<file path="config.mk">
export PLATFORM = sky130hd
export DESIGN_NAME = burst_rd_arbiter
export DESIGN_NICKNAME = d
export VERILOG_FILES = /design/src/rtl/arb_pkg.sv /design/src/rtl/arb_poll.sv /design/src/rtl/arb_ctrl.sv /design/src/rtl/arb_route.sv /design/src/rtl/burst_rd_arbiter.sv
export SDC_FILE = /design/constraint.sdc
export NUM_CORES = 1
export LEC_CHECK = 0
export BUFFER_PORTS_ARGS = -buffer_cell sky130_fd_sc_hd__buf_2
export CAP_MARGIN = 30
export CELL_PAD_IN_SITES_DETAIL_PLACEMENT = 1
export CELL_PAD_IN_SITES_GLOBAL_PLACEMENT = 1
export CORE_AREA = 2 2 134 136
export DETAILED_ROUTE_END_ITERATION = 6
export DIE_AREA = 0 0 136 138
export GPL_ROUTABILITY_DRIVEN = 0
export GPL_TIMING_DRIVEN = 0
export PLACE_DENSITY = 0.7
export SKIP_CTS_REPAIR_TIMING = 1
export SLEW_MARGIN = 20
export SYNTH_ARGS = -nofsm -noshare
export SYNTH_HDL_FRONTEND = slang
export SYNTH_HIERARCHICAL = 1
export SYNTH_SLANG_ARGS = --single-unit
</file>
<file path="constraint.sdc">
create_clock -name clk -period 2.61 [get_ports clk]
set_input_delay 0.522 -clock clk [delete_from_list [all_inputs] [get_ports clk]]
set_output_delay 0.522 -clock clk [all_outputs]
set_load 0.02 [all_outputs]
</file>
<file path="src/rtl/arb_pkg.sv">
package arb_pkg;
   typedef enum logic {
      ST_IDLE = 1'b0,
      ST_BUSY = 1'b1
   } arb_state_e;
endpackage

</file>
<file path="src/rtl/arb_poll.sv">
// Rotating search: first eligible client at or after the pointer.
module arb_poll #(
   parameter int NUM_PORTS = 4,
   parameter int LEN_W     = 10,
   localparam int IDX_W    = $clog2(NUM_PORTS)
) (
   input  logic [NUM_PORTS-1:0]       req,
   input  logic [NUM_PORTS*LEN_W-1:0] len,
   input  logic [IDX_W-1:0]           ptr,
   output logic                       found,
   output logic [IDX_W-1:0]           pick
);
   logic [NUM_PORTS-1:0] elig;

   for (genvar p = 0; p < NUM_PORTS; p++) begin : g_elig
      assign elig[p] = req[p] && (len[p*LEN_W +: LEN_W] != '0);
   end

   always_comb begin
      found = 1'b0;
      pick  = '0;
      for (int k = 0; k < NUM_PORTS; k++) begin
         int j;
         j = int'(ptr) + k;
         if (j >= NUM_PORTS) j = j - NUM_PORTS;
         if (!found && elig[j]) begin
            found = 1'b1;
            pick  = IDX_W'(j);
         end
      end
   end
endmodule

</file>
<file path="src/rtl/arb_ctrl.sv">
// Grant state machine, captured burst parameters and rotation pointer.
module arb_ctrl
   import arb_pkg::*;
#(
   parameter int NUM_PORTS = 4,
   parameter int LEN_W     = 10,
   parameter int ADDR_W    = 24,
   localparam int IDX_W    = $clog2(NUM_PORTS)
) (
   input  logic                        clk,
   input  logic                        rst_n,
   input  logic                        found,
   input  logic [IDX_W-1:0]            pick,
   input  logic [NUM_PORTS*LEN_W-1:0]  cli_len,
   input  logic [NUM_PORTS*ADDR_W-1:0] cli_addr,
   input  logic                        mem_valid,
   input  logic                        mem_finish,
   output logic [IDX_W-1:0]            ptr,
   output logic                        busy,
   output logic [IDX_W-1:0]            grant,
   output logic                        mem_req,
   output logic [LEN_W-1:0]            mem_len,
   output logic [ADDR_W-1:0]           mem_addr
);
   arb_state_e state_q;
   logic [IDX_W-1:0] next_ptr;

   assign busy     = (state_q == ST_BUSY);
   assign next_ptr = (grant == IDX_W'(NUM_PORTS - 1)) ? '0 : grant + 1'b1;

   always_ff @(posedge clk) begin
      if (!rst_n) begin
         state_q  <= ST_IDLE;
         ptr      <= '0;
         grant    <= '0;
         mem_req  <= 1'b0;
         mem_len  <= '0;
         mem_addr <= '0;
      end else begin
         case (state_q)
            ST_IDLE: begin
               if (found) begin
                  state_q  <= ST_BUSY;
                  grant    <= pick;
                  mem_req  <= 1'b1;
                  mem_len  <= cli_len[pick*LEN_W +: LEN_W];
                  mem_addr <= cli_addr[pick*ADDR_W +: ADDR_W];
               end
            end
            ST_BUSY: begin
               if (mem_valid || mem_finish) mem_req <= 1'b0;
               if (mem_finish) begin
                  state_q <= ST_IDLE;
                  ptr     <= next_ptr;
               end
            end
            default: state_q <= ST_IDLE;
         endcase
      end
   end
endmodule

</file>
<file path="src/rtl/arb_route.sv">
// Return-path steering to the granted client; others are held at zero.
module arb_route #(
   parameter int NUM_PORTS = 4,
   parameter int DATA_W    = 32,
   localparam int IDX_W    = $clog2(NUM_PORTS)
) (
   input  logic                        busy,
   input  logic [IDX_W-1:0]            grant,
   input  logic                        mem_valid,
   input  logic [DATA_W-1:0]           mem_data,
   input  logic                        mem_finish,
   output logic [NUM_PORTS-1:0]        cli_valid,
   output logic [NUM_PORTS*DATA_W-1:0] cli_data,
   output logic [NUM_PORTS-1:0]        cli_finish
);
   for (genvar p = 0; p < NUM_PORTS; p++) begin : g_port
      logic sel;
      assign sel           = busy && (grant == IDX_W'(p));
      assign cli_valid[p]  = sel && mem_valid;
      assign cli_finish[p] = sel && mem_finish;
      assign cli_data[p*DATA_W +: DATA_W] = (sel && mem_valid) ? mem_data : '0;
   end
endmodule

</file>
<file path="src/rtl/burst_rd_arbiter.sv">
module burst_rd_arbiter #(
   parameter int NUM_PORTS = 4,
   parameter int LEN_W     = 10,
   parameter int ADDR_W    = 24,
   parameter int DATA_W    = 32,
   localparam int IDX_W    = $clog2(NUM_PORTS)
) (
   input  logic                        clk,
   input  logic                        rst_n,
   input  logic [NUM_PORTS-1:0]        cli_req,
   input  logic [NUM_PORTS*LEN_W-1:0]  cli_len,
   input  logic [NUM_PORTS*ADDR_W-1:0] cli_addr,
   output logic [NUM_PORTS-1:0]        cli_valid,
   output logic [NUM_PORTS*DATA_W-1:0] cli_data,
   output logic [NUM_PORTS-1:0]        cli_finish,
   output logic                        mem_req,
   output logic [LEN_W-1:0]            mem_len,
   output logic [ADDR_W-1:0]           mem_addr,
   input  logic                        mem_valid,
   input  logic [DATA_W-1:0]           mem_data,
   input  logic                        mem_finish
);
   if (NUM_PORTS < 2) begin : g_bad_ports
      $error("burst_rd_arbiter: NUM_PORTS must be at least 2");
   end
   if (LEN_W < 1 || ADDR_W < 1 || DATA_W < 1) begin : g_bad_width
      $error("burst_rd_arbiter: widths must be positive");
   end

   logic             found;
   logic [IDX_W-1:0] pick;
   logic [IDX_W-1:0] ptr;
   logic             busy;
   logic [IDX_W-1:0] grant;

   arb_poll #(.NUM_PORTS(NUM_PORTS), .LEN_W(LEN_W)) u_poll (
      .req   (cli_req),
      .len   (cli_len),
      .ptr   (ptr),
      .found (found),
      .pick  (pick)
   );

   arb_ctrl #(.NUM_PORTS(NUM_PORTS), .LEN_W(LEN_W), .ADDR_W(ADDR_W)) u_ctrl (
      .clk        (clk),
      .rst_n      (rst_n),
      .found      (found),
      .pick       (pick),
      .cli_len    (cli_len),
      .cli_addr   (cli_addr),
      .mem_valid  (mem_valid),
      .mem_finish (mem_finish),
      .ptr        (ptr),
      .busy       (busy),
      .grant      (grant),
      .mem_req    (mem_req),
      .mem_len    (mem_len),
      .mem_addr   (mem_addr)
   );

   arb_route #(.NUM_PORTS(NUM_PORTS), .DATA_W(DATA_W)) u_route (
      .busy       (busy),
      .grant      (grant),
      .mem_valid  (mem_valid),
      .mem_data   (mem_data),
      .mem_finish (mem_finish),
      .cli_valid  (cli_valid),
      .cli_data   (cli_data),
      .cli_finish (cli_finish)
   );
endmodule

</file>
==> impl_metrics.yaml <==
global_route:
  grt_overflow: 0
  grt_antenna_before_repair: 0
  grtUsageTotal_pct: 16.7
  grt_max_degree: 15
  grt_pass1_wl_um: 25000
  first_global_vias: 4711
layout:
  final_area_mm2: 0.00634
  utilization_pct: 36.1
  layoutNonFillerInstCount: 1002
  antenna_cells: 0
  fin_nets: 949
  area_growth_pct: 79.1
  drive_gt1_share_pct: 58.2
routing:
  vias: 4451
  drc: 0
  first_pass_iters: 4
  wirelength_um: 17600
  viasPerCell: 4.44
  drt_iter0_drc: 86
  ant_nets: 0
  wl_per_cell_um: 17.5
critical_path:
  r2r_slack_ps: 590
  required_ps: 2790
  crit_type: "in2reg"
  cp.arrival_ps: 2820
  end_kind: "register"
  r2r_cells: 10
  cp-start-kind: "input port"
  critPathMaxFanout: 7
floorplan:
  fp.dieArea_mm2: 0.0188
  row_count: 49
  io_pins: 347
  die_w_um: 136
  coreArea_mm2: 0.0175
  floorplan.initialDensity_pct: 20.2
  die_h_um: 138
yosys:
  ys_types: 36
  yosys_most_used_dff: "dfxtp_1"
  yosysMostFrequentCell: "and2_1"
  syn-num-nets: 573
  synth_top_cell_area_share_pct: 22.8
  async_reset_ff_share_pct: 0
  synth-edff-count: 0
  synth_cells: 396
  syn_avg_cell_area_um2: 8.94
  synth_warnings: 6
  ys_seq_elements: 40
  synthTopCellsByArea: "and2_1, dfxtp_1, mux2i_1"
  synth_common_cells: "and2_1, mux2i_1, dfxtp_1"
  yosys.area.top_type: "and2_1"
  ys_seq_area_share_pct: 22.6
  syn_area_mm2: 0.00354
sta:
  tightest_slew_ps: 470
  fmax_mhz: 378
  min_period_over_period_pct: 101
  rsz0062_at_grt: "yes"
  period_minus_slack_ps: 2640
  max_slew_margin_pct: 68.5
  drv_slew: 0
  setup-violations-final: 11
  final_hold_viol_count: 0
  fin_ws_ps: -33.2
  finClkSkew_ps: 7.13
clock_network:
  clockBufferDepth: 2
  numCtsBuffers: 5
  cts_tree: "done"
  htree_num_levels: 2
  clk_pin_slew_ps: 60
  cts_root_buf: "clkbuf_16"
  insertion_delay_ps: 290
  cts_sinks: 40
run:
  maxCapViolCount: 0
hold_path:
  worstHoldPathType: "reg2reg"
  min_path_cells: 1
placement:
  portBuffers: 345
  placed_area_mm2: 0.00556
  dpl.hpwl_um: 14000
  numPlacedInstances: 970
status:
  outcome: "finished, violations left"
  failed_checks: "negative setup slack"
power_and_ir_drop:
  p_leak_nw: 3.67
  p_per_area_mw_per_mm2: 390
  ir_worst_vdd_uv: 247
  finalPower_mw: 2.47
==> cells by family (layout without fill, tap and decap cells) <==
logic type | after synthesis | in the layout | share of synthesized area [%]
and+or+nand+nor | 166 | 166 | 30.7
AOI/OAI and AO/OA | 82 | 82 | 18.0
muxes | 71 | 71 | 20.1
DFF | 40 | 40 | 22.6
buffers and inverters | 36 | 413 | 8.24
adders and majority gates | 1 | 1 | 0.354
==> metrics by stage <==
stage	hold slack (ps)	setup WS (ps)	TNS [ps]
global placement	428	-685	-20810
global route	459	-126	-3170
detailed placement	434	-693	-21380
floorplan	482	-62.1	-1930
CTS	450	-408	-11490
finish	447	-33.2	-161
==> layer usage <==
| metal | vias to the layer above | track usage, % | share of wire [%] |
|---|---|---|---|
| met5 | - | 0 | 0 |
| met4 | 0 | 3.34 | 1.0 |
| met3 | 14 | 4.03 | 7.5 |
| met2 | 185 | 33.2 | 55 |
| met1 | 2088 | 17.3 | 36 |
| li1 | 2164 | - | - |
==> cell usage in the layout, fill, tap and decap left out, types with 8 or more instances in the layout <==
| cell | count |
|---|---|
| clkbuf_16 | 9 |
| buf_2 | 343 |
| a21o_1 | 33 |
| o22ai_1 | 24 |
| o22ai_2 | 9 |
| mux2i_1 | 59 |
| buf_4 | 18 |
| and2_1 | 129 |
| buf_6 | 24 |
| mux2i_2 | 8 |
| dfxtp_1 | 40 |
==> power breakdown <==
group	total (mW)	switching (mW)	internal, mW
registers	0.731	0.0473	0.684
logic	1.02	0.522	0.502
clock network	0.716	0.261	0.454
==> worst paths after layout <==
| check | from | endpoint |
|---|---|---|
| worst min register to register | u_ctrl/mem_len[7] | u_ctrl/mem_len[7] |
| worst max register to register | u_ctrl/ptr[1] | u_ctrl/mem_addr[3] |
| worst max-delay path | cli_len[6] | u_ctrl/mem_addr[3] |
| worst min-delay path | u_ctrl/mem_len[7] | u_ctrl/mem_len[7] |
==> worst max-delay path, stage by stage <==
cell and delay, ps:
buf_6 90, or4_4 550, o41ai_4 380, o22ai_1 140, a211oi_2 180, buf_6 190, buf_6 120, buf_12 120
mux2i_4 260, o22ai_4 110, a21o_1 150
==> final cells by class <==
cell class | count | area, um2
clock inverter | 3 | 47.5
clock buffer | 5 | 125
multi-input combinational | 320 | 2630
tap | 229 | 287
fill | 2172 | 11200
sequential | 40 | 801
inverter | 4 | 15.0
timing repair buffer | 369 | 2030
buffer | 32 | 400
==> registers in the layout (all words and copies together) (netlist names) <==
signal / cells
u_ctrl/busy: 1
u_ctrl/grant: 2
u_ctrl/mem_addr: 24
u_ctrl/mem_len: 10
u_ctrl/mem_req: 1
u_ctrl/ptr: 2
Power figures use the tool's default switching activity.
